[src/rtl/pwm_gate_pkg.sv]
package pwm_gate_pkg;

  typedef enum logic [1:0] {
    FREQ_LOW  = 2'b00,
    FREQ_MID  = 2'b01,
    FREQ_HIGH = 2'b10,
    FREQ_RSVD = 2'b11
  } freq_sel_e;

  typedef struct packed {
    logic hi;
    logic lo;
    logic start;
  } gate_word_t;

endpackage

[src/rtl/pwm_period_sel.sv]
module pwm_period_sel
  import pwm_gate_pkg::*;
#(
  parameter int P_LOW  = 166,
  parameter int P_MID  = 125,
  parameter int P_HIGH = 100,
  parameter int CNT_W  = 8
) (
  input  logic [1:0]       sel,
  output logic [CNT_W-1:0] period
);

  // Reserved code falls through to the middle setting.
  always_comb begin
    case (freq_sel_e'(sel))
      FREQ_LOW:  period = CNT_W'(P_LOW);
      FREQ_HIGH: period = CNT_W'(P_HIGH);
      default:   period = CNT_W'(P_MID);
    endcase
  end

endmodule

[src/rtl/pwm_duty_clamp.sv]
module pwm_duty_clamp #(
  parameter int DUTY_W = 8,
  parameter int CNT_W  = 8,
  parameter int DEAD   = 2
) (
  input  logic [DUTY_W-1:0] duty,
  input  logic [CNT_W-1:0]  period,
  output logic [CNT_W-1:0]  on_time
);

  localparam int CW = ((DUTY_W > CNT_W) ? DUTY_W : CNT_W) + 1;

  logic [CW-1:0] duty_w;
  logic [CW-1:0] limit_w;

  assign duty_w  = CW'(duty);
  assign limit_w = CW'(period) - CW'(2 * DEAD);

  // The pulse plus both guard gaps must fit inside the period.
  assign on_time = (duty_w > limit_w) ? CNT_W'(limit_w) : CNT_W'(duty_w);

endmodule

[src/rtl/pwm_skip_ctrl.sv]
module pwm_skip_ctrl #(
  parameter int CNT_W     = 8,
  parameter int AUDIO_CNT = 2500
) (
  input  logic             clk,
  input  logic             rst,
  input  logic             enable,
  input  logic             boundary,
  input  logic             audio_en,
  input  logic             skip_req,
  input  logic [CNT_W-1:0] period,
  input  logic [CNT_W-1:0] on_raw,
  output logic             fire,
  output logic [CNT_W-1:0] on_eff
);

  localparam int SINCE_W = $clog2(AUDIO_CNT + 1);
  localparam int SUM_W   = ((SINCE_W > CNT_W) ? SINCE_W : CNT_W) + 1;

  logic [SINCE_W-1:0] since_q;
  logic [SUM_W-1:0]   reach;
  logic               want_skip;
  logic               force_pulse;

  // Start of the period after next, measured from the last firing start.
  assign reach       = SUM_W'(since_q) + SUM_W'(period);
  assign force_pulse = audio_en && (reach > SUM_W'(AUDIO_CNT));
  assign want_skip   = skip_req || (on_raw == '0);
  assign fire        = !want_skip || force_pulse;
  assign on_eff      = (on_raw == '0) ? CNT_W'(1) : on_raw;

  always_ff @(posedge clk) begin
    if (rst || !enable) begin
      since_q <= '0;
    end else if (boundary && fire) begin
      since_q <= SINCE_W'(1);
    end else if (since_q != SINCE_W'(AUDIO_CNT)) begin
      since_q <= since_q + 1'b1;
    end
  end

endmodule

[src/rtl/pwm_phase_gen.sv]
module pwm_phase_gen
  import pwm_gate_pkg::*;
#(
  parameter int CNT_W   = 8,
  parameter int DEAD    = 2,
  parameter int RST_PER = 125
) (
  input  logic             clk,
  input  logic             rst,
  input  logic             enable,
  input  logic [CNT_W-1:0] period_in,
  input  logic [CNT_W-1:0] on_in,
  input  logic             fire_in,
  output logic             boundary,
  output gate_word_t       word_q
);

  localparam int SUM_W = CNT_W + 2;

  logic [CNT_W-1:0] cnt_q;
  logic [CNT_W-1:0] per_q;
  logic [CNT_W-1:0] on_q;
  logic             fire_q;
  logic             run_q;
  logic [SUM_W-1:0] phase;
  logic [SUM_W-1:0] hi_from;
  logic [SUM_W-1:0] hi_to;
  logic [SUM_W-1:0] lo_from;
  gate_word_t       dec;

  assign boundary = enable && (!run_q || (cnt_q == per_q - 1'b1));

  assign phase   = SUM_W'(cnt_q);
  assign hi_from = SUM_W'(DEAD);
  assign hi_to   = SUM_W'(DEAD) + SUM_W'(on_q);
  assign lo_from = hi_to + SUM_W'(DEAD);

  always_comb begin
    dec.start = run_q && (cnt_q == '0);
    dec.hi    = run_q && fire_q && (phase >= hi_from) && (phase < hi_to);
    dec.lo    = run_q && fire_q && (phase >= lo_from);
  end

  always_ff @(posedge clk) begin
    if (rst) begin
      cnt_q  <= '0;
      per_q  <= CNT_W'(RST_PER);
      on_q   <= '0;
      fire_q <= 1'b0;
      run_q  <= 1'b0;
      word_q <= '0;
    end else if (!enable) begin
      cnt_q  <= '0;
      fire_q <= 1'b0;
      run_q  <= 1'b0;
      word_q <= '0;
    end else begin
      word_q <= dec;
      if (boundary) begin
        cnt_q  <= '0;
        per_q  <= period_in;
        on_q   <= on_in;
        fire_q <= fire_in;
        run_q  <= 1'b1;
      end else begin
        cnt_q <= cnt_q + 1'b1;
      end
    end
  end

endmodule

[src/rtl/pwm_gate_timer.sv]
module pwm_gate_timer
  import pwm_gate_pkg::*;
#(
  parameter int P_LOW     = 166,
  parameter int P_MID     = 125,
  parameter int P_HIGH    = 100,
  parameter int DEAD      = 2,
  parameter int DUTY_W    = 8,
  parameter int AUDIO_CNT = 2500
) (
  input  logic              clk,
  input  logic              rst,
  input  logic              enable,
  input  logic [1:0]        freq_sel,
  input  logic [DUTY_W-1:0] duty,
  input  logic              skip_req,
  input  logic              audio_floor_en,
  output logic              gate_hi,
  output logic              gate_lo,
  output logic              cycle_start
);

  localparam int P_MAX_LM = (P_LOW > P_MID) ? P_LOW : P_MID;
  localparam int P_MAX    = (P_MAX_LM > P_HIGH) ? P_MAX_LM : P_HIGH;
  localparam int CNT_W    = $clog2(P_MAX + 1);

  logic [CNT_W-1:0] per_next;
  logic [CNT_W-1:0] on_raw;
  logic [CNT_W-1:0] on_eff;
  logic             fire;
  logic             boundary;
  gate_word_t       word_q;

  pwm_period_sel #(
    .P_LOW (P_LOW),
    .P_MID (P_MID),
    .P_HIGH(P_HIGH),
    .CNT_W (CNT_W)
  ) u_period_sel (
    .sel   (freq_sel),
    .period(per_next)
  );

  pwm_duty_clamp #(
    .DUTY_W(DUTY_W),
    .CNT_W (CNT_W),
    .DEAD  (DEAD)
  ) u_duty_clamp (
    .duty   (duty),
    .period (per_next),
    .on_time(on_raw)
  );

  pwm_skip_ctrl #(
    .CNT_W    (CNT_W),
    .AUDIO_CNT(AUDIO_CNT)
  ) u_skip_ctrl (
    .clk     (clk),
    .rst     (rst),
    .enable  (enable),
    .boundary(boundary),
    .audio_en(audio_floor_en),
    .skip_req(skip_req),
    .period  (per_next),
    .on_raw  (on_raw),
    .fire    (fire),
    .on_eff  (on_eff)
  );

  pwm_phase_gen #(
    .CNT_W  (CNT_W),
    .DEAD   (DEAD),
    .RST_PER(P_MID)
  ) u_phase_gen (
    .clk      (clk),
    .rst      (rst),
    .enable   (enable),
    .period_in(per_next),
    .on_in    (on_eff),
    .fire_in  (fire),
    .boundary (boundary),
    .word_q   (word_q)
  );

  // Registered drive, cut by enable without waiting for an edge.
  assign gate_hi     = word_q.hi & enable;
  assign gate_lo     = word_q.lo & enable;
  assign cycle_start = word_q.start & enable;

endmodule

[config.mk]
export PLATFORM = sky130hd
export DESIGN_NAME = pwm_gate_timer
export DESIGN_NICKNAME = d
export VERILOG_FILES = /design/src/rtl/pwm_gate_pkg.sv /design/src/rtl/pwm_period_sel.sv /design/src/rtl/pwm_duty_clamp.sv /design/src/rtl/pwm_skip_ctrl.sv /design/src/rtl/pwm_phase_gen.sv /design/src/rtl/pwm_gate_timer.sv
export SDC_FILE = /design/constraint.sdc
export NUM_CORES = 1
export LEC_CHECK = 0
export ABC_CLOCK_PERIOD_IN_PS = 4100
export BUFFER_PORTS_ARGS = -buffer_cell sky130_fd_sc_hd__buf_2
export CAP_MARGIN = 20
export CORE_MARGIN = 2
export CORE_UTILIZATION = 65
export DETAILED_ROUTE_END_ITERATION = 8
export GPL_TIMING_DRIVEN = 0
export PLACE_DENSITY = 0.82
export SYNTH_ARGS = -nofsm -noshare
export SYNTH_HDL_FRONTEND = slang
export SYNTH_SLANG_ARGS = --single-unit
[constraint.sdc]
create_clock -name clk -period 4.1 [get_ports clk]
set_input_delay 0.41 -clock clk [delete_from_list [all_inputs] [get_ports clk]]
set_output_delay 0.41 -clock clk [all_outputs]
set_load 0.05 [all_outputs]
Yosys cells after proc, flatten, opt, wreduce, memory -nomap -nowiden
Cells that the tools add are included.
Storage, ports and cells
  flip-flop bits (word level): 41
  output and inout port bits: 3
  word-level logic and storage cells: 57
Operators by class
  $add $sub $neg: 7
  order comparisons: 5
  eq/ne operators: 3
  muxes and demuxes: 5
  bitwise operators: 4
  reductions and logical operators: 23
Operator list (number)
  8-bit zero test: 2
  8-bit 2-to-1 mux: 2
  8-bit case mux with 2 select lines: 1
  12-bit by 8-bit adder with 13-bit output: 1
  13-bit by 12-bit > comparator with 1-bit output, second input constant: 1
  12-bit by 1-bit adder with 12-bit output, second input constant: 1
  12-bit != test, second input constant: 1
  10-bit by 2-bit adder with 10-bit output, second input constant: 1
  8-bit by 10-bit greater-or-equal comparator with 1-bit output: 1
  8-bit by 10-bit less-than comparator with 1-bit output: 1
  2-bit by 8-bit adder with 9-bit output, first input constant: 1
  8-bit by 9-bit > comparator with 1-bit output: 1
  8-bit by 3-bit subtractor with 9-bit output, second input constant: 1
  8-bit by 1-bit adder with 8-bit output, second input constant: 1
  8-bit equality test: 1
  8-bit by 2-bit greater-or-equal comparator with 1-bit output, second input constant: 1
  1-bit logical AND: 8
  8-bit by 1-bit subtractor with 8-bit output, second input constant: 1
  1-bit logical OR: 4
  2-bit OR reduction: 2
  1-bit bitwise AND: 3
  1-bit zero test: 3
  3-bit OR reduction: 1
  2-bit equality test, second input constant: 1
  other kinds (5): 6

Longest topological paths before layout
Gate-level depths: netlist of run 1.
  depth in word-level cells: 11
  gate-level depth with buffers: 11
  depth with buffers taken out: 10

By module
A second synthesis of run 1 with hierarchy kept.
Unflattened totals
  cell total of the unflattened synthesis: 434
  area total of the unflattened synthesis: 3713.6 sq um
By module, submodules not included
  pwm_phase_gen: times used 1, cells an instance 228, area an instance 2049.5 sq um
  pwm_skip_ctrl: times used 1, cells an instance 145, area an instance 1188.6 sq um
  pwm_duty_clamp: times used 1, cells an instance 49, area an instance 401.6 sq um
  pwm_period_sel: times used 1, cells an instance 9, area an instance 55.1 sq um
  pwm_gate_timer: times used 1, cells an instance 3, area an instance 18.8 sq um

Worst setup path after synthesis of run 1
OpenSTA, ideal clock, no wires.
  path kind: input to register
  from: in freq_sel[1]
  to: reg u_skip_ctrl.since_q[1]
  setup time: 0.074 ns
  arrival: 2.758 ns
  setup slack: 1.268 ns
  cell stages on the path: 10
  path through: nor2_1 > ha_1 > a211oi_2 > o211ai_4 > or4_1 > and3_1 > o2111ai_2 > a21oi_2 > buf_6 > nor3_2
Between the ends
  cells in the longest elaborated chain, start to end: 11
  elaborated cells between the ends (all ways): 15
  classes of those cells: add/sub: 2; order compare: 2; eq/ne: 1; mux: 2; reduce/logical: 8
Ends and longest elaborated chain
  start: declaration: line pwm_gate_timer.sv:14  | input logic [1:0] freq_sel,
  2-bit equality test / 2-bit zero test (equally long branches): line pwm_period_sel.sv:15  | case (freq_sel_e'(sel))
  8-bit case mux with 2 select lines (*): line pwm_period_sel.sv:15
  8-bit by 3-bit subtractor with 9-bit output: line pwm_duty_clamp.sv:17  | assign limit_w = CW'(period) - CW'(2 * DEAD);
  8-bit by 9-bit > comparator with 1-bit output: line pwm_duty_clamp.sv:20  | assign on_time = (duty_w > limit_w) ? CNT_W'(limit_w) : CNT_W'(duty_w);
  8-bit 2-to-1 mux: line pwm_duty_clamp.sv:20
  8-bit zero test: line pwm_skip_ctrl.sv:28  | assign want_skip = skip_req || (on_raw == '0);
  1-bit logical OR: line pwm_skip_ctrl.sv:28
  1-bit zero test: line pwm_skip_ctrl.sv:29  | assign fire = !want_skip || force_pulse;
  1-bit logical OR (*): line pwm_skip_ctrl.sv:29
  1-bit logical AND (*): line pwm_skip_ctrl.sv:35  | end else if (boundary && fire) begin
  2-bit OR reduction (no source line) (*)
  end signal: assignment: line pwm_skip_ctrl.sv:38  | since_q <= since_q + 1'b1;
  end: declaration: line pwm_skip_ctrl.sv:20  | logic [SINCE_W-1:0] since_q;
Mark *: on every way between the ends. The rest lies on a longest branch, timed or not.
A chain may end at the register's enable or synchronous reset.

Final worst setup path of run 1
  from: in freq_sel[0]
  to: reg u_skip_ctrl.since_q[9]
Between the ends
  cells in the longest elaborated chain, start to end: 11
  elaborated cells between the ends (all ways): 15
  classes of those cells: add/sub: 2; order compare: 2; eq/ne: 1; mux: 2; reduce/logical: 8
Ends and longest elaborated chain
  2-bit equality test / 2-bit zero test (equally long branches): line pwm_period_sel.sv:15
  8-bit case mux with 2 select lines (*): line pwm_period_sel.sv:15
  named net per_next[1]: line pwm_gate_timer.sv:27  | logic [CNT_W-1:0] per_next;
  8-bit by 3-bit subtractor with 9-bit output: line pwm_duty_clamp.sv:17
  8-bit by 9-bit > comparator with 1-bit output: line pwm_duty_clamp.sv:20
  8-bit 2-to-1 mux: line pwm_duty_clamp.sv:20
  8-bit zero test: line pwm_skip_ctrl.sv:28
  1-bit logical OR: line pwm_skip_ctrl.sv:28
  1-bit zero test: line pwm_skip_ctrl.sv:29
  1-bit logical OR (*): line pwm_skip_ctrl.sv:29
  1-bit logical AND (*): line pwm_skip_ctrl.sv:35
  2-bit OR reduction (no source line) (*)
Mark *: on every way through the listed nets, which the timed path passes. The rest lies on a longest branch.

==> flow_metrics.tcl, run 1 <==
set metrics [dict create \
    syn2layout_area_growth_pct 8.389 \
    grt_max_degree 13 \
    numClockSinks 36 \
    drv_cap 0 \
    setup.worst_path.start "freq_sel[0]" \
    drc 0 \
    powerDensity_nw_per_um2 248.5 \
    drt-pass1-iter-count 4 \
    clock_latency_ns 0.29 \
    routedWlPerCell_um 14.08 \
    path_cells "buf_2 -> nor2_1 -> inv_1 -> ha_1 -> o21a_1 -> o2111ai_1 -> nor4b_1 -> nor3b_1 -> o2111ai_2 -> a21oi_2 -> buf_6 -> nor3_2" \
    r2r_slack_ns 1.15 \
    numPortBuffers 17 \
    core_um2 4086 \
    setup_ws_ns 0.9260 \
    synth_top_area_share 0.2570 \
    drive_above_1_share 0.1282 \
    place_area_um2 2952 \
    synth_top_cell_by_area "dfxtp_1" \
    layout_common_cells "dfxtp_1 (36), ha_1 (35), nor2_1 (31)" \
    syn_inst 326 \
    cts_made_buffers 5 \
    first_iter_violations 53 \
    grt_usage 0.2482 \
    cts_root_buf "clkbuf_8" \
    crit_family "simple AND/OR/NAND/NOR gates" \
    regToRegEndpoint "u_skip_ctrl.since_q[9]$_SDFFE_PP0P_" \
    cts_resized 0 \
    clk_path_buf_depth 2 \
    vias 2345 \
    grt_pass1_wl_mm 9.929 \
    drv_slew 0 \
    die_area_um2 4855 \
    netlist_area_um2 2804 \
    drt-vias-per-instance 5.848 \
    synth_fp_nets 377 \
    p_leak_nw 1.224 \
    ios 18 \
    vdd_drop_max_mv 0.1264 \
    critPathLaunchType "input port" \
    ctsHoldBuffers 0 \
    final_core_util 0.7437 \
    tns_ns 0 \
    synth_edf_count 0 \
    die_w_um 69.68 \
    grt_pass1_vias 2235 \
    hold-path-cell-count 2 \
    post-dp-hpwl_mm 4.371 \
    fin_crit_sh 0.7741 \
    hold_path_class "input port to register" \
    dp_slack_ns 0.6130 \
    initial_core_util 0.6862 \
    hold_violations 0 \
    path_clk_slew_ns 0.07 \
    worst-path-max-fanout 10 \
    fin_nets 401 \
    final_cell_area_um2 3039 \
    die_h_um 69.68 \
    critical_path_required_ns 4.26 \
    synthArstFlopShare 0 \
    synth_seq_cells 36 \
    globalplace.congestion 0.8083 \
    status "finished, final reports clean" \
    layout_commonest_cell "dfxtp_1" \
    layout_min_cycle_time_ns 3.174 \
    dpl.cell_count 393 \
    post_cts_buffers 0 \
    syn_area_per_cell_um2 8.601 \
    crit_slowest_cell "nor2_1" \
    synth.area.top_cells "dfxtp_1 (26%), ha_1 (16%), xnor2_1 (6.9%), nor2_1 (4.1%), nand3_1 (4.1%)" \
    rows 23 \
    hold_end "u_phase_gen.per_q[6]$_SDFFE_PP1P_" \
    overflow 0 \
    slowest_delay_ns 0.53 \
    fmax_mhz 315.1 \
    finalSetupViolCount 0 \
    rsz0062_at_grt "false" \
    cts_tree "built" \
    antenna_found_initial 0 \
    r2r_cells 10 \
    routed_wl_mm 5.646 \
    tightest_slew_ns 0.8572 \
    end_kind "register" \
    htree_levels 2 \
    yosysWarnings 0 \
    ant_nets 0 \
    critical_path_buf_inv_count 3 \
    final_cells 401 \
    n_antenna_cell 0 \
    ys.flop_type "dfxtp_1" \
    min_from "rst" \
    fin_skew_ns 0.007104 \
    synth_cell_types 53 \
    crit_type "input port to register" \
    cp.arrival_ns 3.33 \
    relSlewSlack 0.4259 \
    r2r_start "u_skip_ctrl.since_q[0]$_SDFFE_PP0P_" \
    synth_seq_area_share 0.2570 \
]
[routing by layer]
metal | vias up | part of all wire | GRT usage
li1 | 1218 | - | -
met2 | 48 | 0.47 | 0.4209
met4 | 0 | 0.022 | 0.09615
met5 | - | 0 | 0
met3 | 13 | 0.030 | 0.03488
met1 | 1066 | 0.48 | 0.3192
[worst register-to-register path, cell delays in order (launching register included)]
cell and delay [ns]:
dfxtp_1 0.36, ha_1 0.24, fa_1 0.45, o211ai_1 0.33
nand3_1 0.14, mux2_1 0.34, a41oi_1 0.27, a211oi_1 0.13
a21oi_2 0.29, buf_6 0.22, nor3_2 0.06
[report_power, final]
group / internal (mW) / switching, mW
sequential: 0.360 / 0.0119
combinational: 0.0586 / 0.0750
clock: 0.118 / 0.132
[metrics by stage]
step                power, mW  hold WS [ns]
finish                 0.7551        0.3489
global route           0.7914        0.3615
CTS                    0.7598        0.3567
detailed placement     0.5122        0.4610
global placement       0.5078        0.4609
floorplan              0.4772        0.4355
[flip-flops by register name (all words and copies together) (netlist names)]
register and count:
u_skip_ctrl.since_q 12, u_phase_gen.word_q 3, u_phase_gen.fire_q 1, u_phase_gen.on_q 8, u_phase_gen.per_q 3, u_phase_gen.run_q 1, u_phase_gen.cnt_q 8
[cells by family after synthesis]
kind of cell	count (synthesis)	synth area share
buf+inv	27	0.04016
mux	5	0.02276
compound gates	62	0.1660
fa+ha+maj	36	0.1633
simple gates	125	0.2414
flops	36	0.2570
xor+xnor	35	0.1093
[worst max-delay path by stage]
stage                                                endpoint  slack [ns]  cells after the start
after floorplan           u_skip_ctrl.since_q[1]$_SDFFE_PP0P_        1.27                     10
after global placement    u_skip_ctrl.since_q[7]$_SDFFE_PP0P_        0.61                     12
after detailed placement  u_skip_ctrl.since_q[4]$_SDFFE_PP0P_        0.61                     12
after CTS                 u_skip_ctrl.since_q[9]$_SDFFE_PP0P_        0.92                     12
after global routing      u_skip_ctrl.since_q[7]$_SDFFE_PP0P_        0.57                     12
final                     u_skip_ctrl.since_q[9]$_SDFFE_PP0P_        0.93                     12
[area by class of cell]
type,count,area [um2]
tap,50,62.56
timing repair buffer,17,85.08
multi-input combinational,263,1971
fill,332,1047
clock buffer,5,68.82
buffer,9,45.04
inverter,18,67.56
clock inverter,3,18.77
sequential,36,720.7
[synth_stat cells, types with 2 or more instances]
cell type / n
o211ai_1: 3
dfxtp_1: 36
nand4_1: 3
xor2_1: 13
o21bai_1: 2
a211oi_1: 7
nor2b_1: 2
a21oi_1: 12
nor3b_1: 2
nand2_1: 19
and2_1: 5
inv_1: 18
o21ai_0: 8
clkbuf_1: 5
or4_1: 3
o21a_1: 4
xnor2_1: 22
buf_2: 3
o31a_1: 2
nor2_1: 31
mux2i_1: 3
and3_1: 5
a21o_1: 7
nand2b_1: 5
nor3_1: 9
nor3_2: 9
a41oi_1: 2
nor4b_1: 4
nand3_1: 23
a31oi_1: 2
ha_1: 35
Note: power is estimated with default switching activity, not from simulation.
==> run 2, diff against run 1 <==
--- a/config.mk
+++ b/config.mk
@@ -5,14 +5,15 @@
 export SDC_FILE = /design/constraint.sdc
 export NUM_CORES = 1
 export LEC_CHECK = 0
-export ABC_CLOCK_PERIOD_IN_PS = 4100
+export ABC_AREA = 1
+export ABC_CLOCK_PERIOD_IN_PS = 2810
 export BUFFER_PORTS_ARGS = -buffer_cell sky130_fd_sc_hd__buf_2
 export CAP_MARGIN = 20
 export CORE_MARGIN = 2
-export CORE_UTILIZATION = 65
+export CORE_UTILIZATION = 56
 export DETAILED_ROUTE_END_ITERATION = 8
 export GPL_TIMING_DRIVEN = 0
-export PLACE_DENSITY = 0.82
+export PLACE_DENSITY = 0.74
 export SYNTH_ARGS = -nofsm -noshare
 export SYNTH_HDL_FRONTEND = slang
 export SYNTH_SLANG_ARGS = --single-unit
==> constraint.sdc (replaced) <==
create_clock -name clk -period 2.81 [get_ports clk]
set_input_delay 0.281 -clock clk [delete_from_list [all_inputs] [get_ports clk]]
set_output_delay 0.281 -clock clk [all_outputs]
set_load 0.05 [all_outputs]
==> flow_metrics.tcl, run 2 <==
set metrics [dict create \
    clk_path_buf_depth 2 \
    crit_slowest_cell "dfxtp_1" \
    regToRegEndpoint "u_phase_gen.word_q[1]$_SDFF_PP0_" \
    slowest_delay_ns 0.49 \
    layout_common_cells "nand2_1 (98), inv_1 (61), nor2_1 (38)" \
    grt_max_degree 11 \
    use_met1 0.3175 \
    rows 27 \
    vdd_drop_max_mv 0.2085 \
    synthArstFlopShare 0 \
    r2r_cells 12 \
    layout_commonest_cell "nand2_1" \
    grt_pass1_vias 2657 \
    synth_edf_count 0 \
    cts_resized 1 \
    end_kind "register" \
    syn2layout_area_growth_pct 8.448 \
    synth_seq_cells 36 \
    grt-busiest-layer "met2" \
    synth_common_cells "nand2_1 (98), inv_1 (61), nor2_1 (39)" \
    rsz0062_at_grt "false" \
    min_from "rst" \
    synth_top_area_share 0.2340 \
    p_clk_frac 0.317 \
    overflow 0 \
    ys.flop_type "dfxtp_1" \
    synth_fp_nets 503 \
    grt_pass1_wl_mm 11.74 \
    cts_root_buf "clkbuf_8" \
    p_leak_nw 1.571 \
    worst-path-max-fanout 7 \
    synth_cell_types 40 \
    n_antenna_cell 0 \
    drc 0 \
    cp.arrival_ns 2.78 \
    critical_path_required_ns 2.99 \
    regArea_um2 720.7 \
    swShare 0.2969 \
    hold_path_class "input port to register" \
    drt-pass1-iter-count 4 \
    timing.hold.ws_ns 0.1897 \
    fin_crit_sh 0.9232 \
    ctsHoldBuffers 0 \
    max_flop_register "u_skip_ctrl.since_q" \
    hold-path-cell-count 2 \
    use_met3 0.04828 \
    drv_slew 0 \
    ant_nets 0 \
    r2r_start "u_phase_gen.on_q[1]$_SDFFE_PP0P_" \
    use_met2 0.3888 \
    numPortBuffers 17 \
    routed_wl_mm 6.527 \
    clock_latency_ns 0.29 \
    post_cts_buffers 0 \
    path_clk_slew_ns 0.07 \
    multi_input_area_um2 2071 \
    htree_levels 2 \
    ios 18 \
    fin_nets 527 \
    p_int_mw 0.7754 \
    reg_top3 "u_skip_ctrl.since_q (12), u_phase_gen.cnt_q (8), u_phase_gen.on_q (8)" \
    drt-vias-per-instance 5.301 \
    hold_end "u_phase_gen.per_q[1]$_SDFFE_PP0P_" \
    pwr-share-comb 0.189 \
    numClockSinks 36 \
    grt_usage 0.2354 \
    largest_reg_flops 12 \
    netlist_area_um2 3080 \
    synth_top_cell_by_area "dfxtp_1" \
    status "finished, final reports clean" \
    syn_area_per_cell_um2 6.815 \
    final_core_util 0.6181 \
    vias 2905 \
    die_w_um 78.17 \
    drv_cap 0 \
    tightest_slew_ns 0.3980 \
    fin_skew_ns 0.003813 \
    synth_seq_area_share 0.2340 \
    critPathMostFrequentCell "nand2_1" \
    p_total_mw 1.103 \
    antenna_found_initial 0 \
    cts_tree "built" \
    first_iter_violations 206 \
    r2r_slack_ns 0.22 \
    crit_family "simple AND/OR/NAND/NOR gates" \
    crit_type "register to register" \
    cts_made_buffers 5 \
    yosysWarnings 0 \
    synth.area.top_cells "dfxtp_1 (23%), ha_1 (14%), nand2_1 (12%), inv_1 (7.4%), nand3_1 (5.7%)" \
    critical_path_buf_inv_count 1 \
    globalplace.congestion 0.8372 \
    relSlewSlack 0.7338 \
    core_um2 5405 \
    routedWlPerCell_um 11.91 \
    fill_cells 518 \
    path_cells "ha_1 -> nand2_1 -> inv_1 -> nand2_1 -> xor2_1 -> nor4_1 -> xor2_1 -> ha_1 -> nand2_1 -> nor2_1 -> nand3_1 -> a211oi_1" \
    seqPwrFrac 0.493 \
    drive_above_1_share 0.1324 \
    finalSetupViolCount 0 \
    fmax_mhz 385.5 \
    initial_core_util 0.5699 \
    syn_inst 452 \
    setup_ws_ns 0.2159 \
    powerDensity_nw_per_um2 330.1 \
    critPathLaunchType "register" \
    post-dp-hpwl_mm 5.286 \
    layout_min_cycle_time_ns 2.594 \
    dp_slack_ns -0.4573 \
    tns_ns 0 \
    yosysMostFrequentCell "nand2_1" \
    die_h_um 78.17 \
    p_sw_mw 0.3275 \
    die_area_um2 6110 \
    hold_violations 0 \
]
[run 2: layout make-up]
cell class                 count  share of cell area
sequential                    36              0.2157
clock buffer                   6             0.02172
buffer                         6             0.01461
clock inverter                 1            0.001498
inverter                      66             0.07416
tap                           72             0.02697
multi-input combinational    344              0.6199
timing repair buffer          17             0.02547
[run 2: kinds of logic (layout without fill, tap and decap cells)]
logic type                 after synthesis  after routing  synth area share
AOI/OAI and AO/OA                       52             52           0.09789
xor gates and xnor gates                24             24           0.06824
adders and majority gates               36             36            0.1487
buffers and inverters                   72             96           0.09626
DFF                                     36             36            0.2340
muxes                                    1              1          0.003250
and+or+nand+nor                        231            231            0.3517
[run 2: metal layers]
metal | wire, um | part of all wire
met1 | 3225 | 0.49
met2 | 2953 | 0.45
met3 | 294 | 0.045
met4 | 53 | 0.0081
met5 | 0 | 0
[run 2: power groups by stage]
stage,sequential [mW],clock [mW],combinational [mW]
2_1_floorplan,0.550,0,0.158
3_3_place_gp,0.554,0,0.201
3_5_place_dp,0.555,0,0.208
4_1_cts,0.544,0.353,0.209
5_1_grt,0.546,0.385,0.242
6_report,0.544,0.350,0.209
[run 2: worst max path at each step]
| stage | slack (ns) | depth (start not counted) | from | endpoint |
|---|---|---|---|---|
| 2_1_floorplan | 0.31 | 20 | freq_sel[1] | u_skip_ctrl.since_q[4]$_SDFFE_PP0P_ |
| 3_3_place_gp | -0.42 | 22 | freq_sel[0] | u_skip_ctrl.since_q[4]$_SDFFE_PP0P_ |
| 3_5_place_dp | -0.46 | 22 | freq_sel[0] | u_skip_ctrl.since_q[5]$_SDFFE_PP0P_ |
| 4_1_cts | 0.08 | 22 | freq_sel[0] | u_skip_ctrl.since_q[5]$_SDFFE_PP0P_ |
| 5_1_grt | 0.008 | 12 | u_phase_gen.on_q[1]$_SDFFE_PP0P_ | u_phase_gen.word_q[1]$_SDFF_PP0_ |
| 6_report | 0.22 | 12 | u_phase_gen.on_q[1]$_SDFFE_PP0P_ | u_phase_gen.word_q[1]$_SDFF_PP0_ |
[run 2: stage by stage]
stage	std cells	instance area, um2
2_1_floorplan	452	3080
3_3_place_gp	541	3256
3_5_place_dp	541	3256
4_1_cts	548	3336
5_1_grt	548	3341
6_report	548	3341
==> run 3, diff against run 2 <==
--- a/config.mk
+++ b/config.mk
@@ -6,14 +6,15 @@
 export NUM_CORES = 1
 export LEC_CHECK = 0
 export ABC_AREA = 1
-export ABC_CLOCK_PERIOD_IN_PS = 2810
+export ABC_CLOCK_PERIOD_IN_PS = 2700
 export BUFFER_PORTS_ARGS = -buffer_cell sky130_fd_sc_hd__buf_2
-export CAP_MARGIN = 20
+export CAP_MARGIN = 0
 export CORE_MARGIN = 2
-export CORE_UTILIZATION = 56
+export CORE_UTILIZATION = 63
 export DETAILED_ROUTE_END_ITERATION = 8
 export GPL_TIMING_DRIVEN = 0
-export PLACE_DENSITY = 0.74
+export PLACE_DENSITY = 0.78
 export SYNTH_ARGS = -nofsm -noshare
 export SYNTH_HDL_FRONTEND = slang
+export SYNTH_HIERARCHICAL = 1
 export SYNTH_SLANG_ARGS = --single-unit
==> constraint.sdc (replaced) <==
create_clock -name clk -period 2.7 [get_ports clk]
set_input_delay 0.27 -clock clk [delete_from_list [all_inputs] [get_ports clk]]
set_output_delay 0.27 -clock clk [all_outputs]
set_load 0.05 [all_outputs]
==> flow_metrics.tcl, run 3 <==
set metrics [dict create \
    netlist_area_um2 3900 \
    synth_top_area_share 0.2105 \
    end_kind "register" \
    r2r_start "u_skip_ctrl/since_q[0]$_SDFFE_PP0P_" \
    critPathLaunchType "input port" \
    layout_min_cycle_time_ns 3.012 \
    drv_slew 0 \
    syn_area_per_cell_um2 6.511 \
    synth_compound_area_frac 0.06064 \
    synth.area.top_cells "dfxtp_1 (21%), nand2_1 (15%), ha_1 (13%), inv_1 (8.1%), nand3_1 (7.2%)" \
    max_flop_register "u_skip_ctrl/since_q" \
    grt_max_degree 12 \
    ant_nets 0 \
    fmax_mhz 332.0 \
    drt-pass1-iter-count 5 \
    yosys.area_share.adder 0.1335 \
    htree_levels 2 \
    rows 28 \
    cp.arrival_ns 3.25 \
    setup_ws_ns -0.3119 \
    drc 0 \
    die_w_um 82.68 \
    numClockSinks 41 \
    synth_seq_cells 41 \
    drt-vias-per-instance 6.153 \
    routedWlPerCell_um 19.05 \
    syn_inst 599 \
    fin_nets 733 \
    p_sw_mw 0.6414 \
    p_total_mw 1.788 \
    timing.hold.ws_ns 0.2264 \
    crit_type "input port to register" \
    layout_common_cells "nand2_1 (141), inv_1 (77), buf_4 (52)" \
    tns_ns -4.593 \
    finalSetupViolCount 18 \
    syn2layout_area_growth_pct 27.88 \
    endpoint "u_skip_ctrl/since_q[11]$_SDFFE_PP0P_" \
    largest_reg_flops 12 \
    regToRegEndpoint "u_skip_ctrl/since_q[11]$_SDFFE_PP0P_" \
    p_int_mw 1.147 \
    grt_usage 0.3469 \
    vdd_drop_max_mv 0.3053 \
    fin_skew_ns 0.005135 \
    initial_core_util 0.6548 \
    tightest_slew_ns 0.5105 \
    p_clk_frac 0.216 \
    swShare 0.3586 \
    synth_seq_area_share 0.2105 \
    cts_made_buffers 5 \
    path_clk_slew_ns 0.07 \
    worst-path-max-fanout 7 \
    relSlewSlack 0.6565 \
    cts_tree "built" \
    overflow 0 \
    fill_cells 355 \
    n_antenna_cell 0 \
    critical_path_required_ns 2.94 \
    status "finished, violations left" \
    synth_top_cell_by_area "dfxtp_1" \
    yosysMostFrequentCell "nand2_1" \
    first_iter_violations 429 \
    powerDensity_nw_per_um2 358.6 \
    layout_commonest_cell "nand2_1" \
    drive_above_1_share 0.2817 \
    die_h_um 82.68 \
    hold_path_class "input port to register" \
    clk_path_buf_depth 2 \
    globalplace.congestion 0.8608 \
    clock_latency_ns 0.30 \
    yosys.area_share.simple 0.3969 \
    die_area_um2 6836 \
    p_leak_nw 2.512 \
    rsz0062_at_grt "true" \
    seqPwrFrac 0.369 \
    drv_cap 0 \
    setup.worst_path.start "freq_sel[0]" \
    hold_violations 0 \
    synth_cell_types 45 \
    r2r_slack_ns -0.08 \
    r2r_cells 17 \
    grt_pass1_vias 3938 \
    synth_edf_count 0 \
    synth_xor_area_frac 0.07411 \
    grt_pass1_wl_mm 17.97 \
    post-dp-hpwl_mm 6.985 \
    synthMuxAreaShare 0 \
    numPortBuffers 17 \
    synth_top_family_by_area "simple AND/OR/NAND/NOR gates" \
    antenna_found_initial 0 \
    pwr-share-comb 0.415 \
    routed_wl_mm 14.34 \
    synth_common_cells "nand2_1 (158), inv_1 (84), nand3_1 (56)" \
    fin_crit_sh 1.116 \
    synthArstFlopShare 0 \
    cts_root_buf "clkbuf_8" \
    ios 18 \
    ys.flop_type "dfxtp_1" \
    core_um2 5956 \
    yosysWarnings 6 \
    violations "negative setup slack" \
    vias 4633 \
]
==> run 3: cell types whose count changed after synthesis, moves of 8 or more <==
cell | before | now
xor2_1 | 16 | 24
a21oi_2 | 0 | 8
nand3_1 | 35 | 56
clkbuf_1 | 0 | 11
nor2_1 | 39 | 51
o21ai_0 | 17 | 2
nand2_1 | 98 | 158
inv_1 | 61 | 84
==> run 3: power by group through the flow <==
stage               clock (mW)  sequential, mW  combinational [mW]
floorplan                    0           0.665               0.330
global placement             0           0.672               0.397
detailed placement           0           0.674               0.413
CTS                      0.391           0.660               0.591
global route             0.409           0.664               0.778
finish                   0.386           0.660               0.742
==> run 3: kinds of logic (layout without fill, tap and decap cells) <==
group           after synthesis  in the layout
simple gates                335            335
buf+inv                     112            190
fa+ha+maj                    41             41
flops                        41             41
compound gates               36             36
xor+xnor                     33             33
other cells                   1              2
==> run 3: timing repair <==
item	4_1_cts	5_1_grt
setup endpoints to repair	14	17
pin swaps	27	27
hold endpoints to repair	0	0
gates cloned	1	0
buffers inserted	49	7
hold buffers	0	0
gates resized for setup	39	36
==> run 3: layout make-up <==
cell class | count | area [um2] | area share
tap | 75 | 93.84 | 0.01882
clock buffer | 8 | 80.08 | 0.01606
inverter | 90 | 347.8 | 0.06974
sequential | 41 | 820.8 | 0.1646
multi-input combinational | 447 | 2913 | 0.5840
timing repair buffer | 73 | 569.3 | 0.1141
buffer | 19 | 162.7 | 0.03261
==> run 3: worst max-delay path, cell delays in order <==
cell and delay (ns):
buf_8 0.11, buf_8 0.12, buf_8 0.14, xnor2_4 0.26
ha_4 0.26, nand2_4 0.08, inv_1 0.07, nand2_2 0.10
nand3_2 0.11, nand2_4 0.12, nand2_8 0.09, buf_4 0.15
nand3_2 0.05, nand2_2 0.08, or4_4 0.55, o21bai_4 0.16
nand2_2 0.08, nand2_2 0.10, nand2_4 0.09, buf_8 0.16
nor2_4 0.08
==> run 3: how the worst min path moves through the flow <==
stage	cells past startpoint	from	endpoint	slack [ns]
finish	2	rst	u_phase_gen/run_q$_SDFFE_PP0P_	0.23
global route	2	rst	u_phase_gen/run_q$_SDFFE_PP0P_	0.24
CTS	2	rst	u_phase_gen/run_q$_SDFFE_PP0P_	0.23
detailed placement	1	u_phase_gen/cnt_q[0]$_SDFF_PP0_	u_phase_gen/cnt_q[0]$_SDFF_PP0_	0.46
global placement	1	u_phase_gen/cnt_q[0]$_SDFF_PP0_	u_phase_gen/cnt_q[0]$_SDFF_PP0_	0.44
floorplan	1	rst	u_phase_gen/run_q$_SDFFE_PP0P_	0.37
==> run 3: stage by stage <==
stage               utilization  area, um2  setup WS, ns  cells
floorplan                     -       3975      -0.09570    600
global placement         0.6975       4154       -0.5173    692
detailed placement       0.6975       4154       -0.5846    692
CTS                      0.8084       4815     0.0005935    750
global route             0.8374       4987       -0.3682    753
finish                   0.8374       4987       -0.3119    753
==> run 3: layer usage <==
metal,share of wire,vias up,track usage
met5,0,-,0
met4,0.11,0,0.2393
met3,0.093,167,0.04674
met2,0.44,399,0.6024
met1,0.35,2034,0.3911
li1,-,2033,-
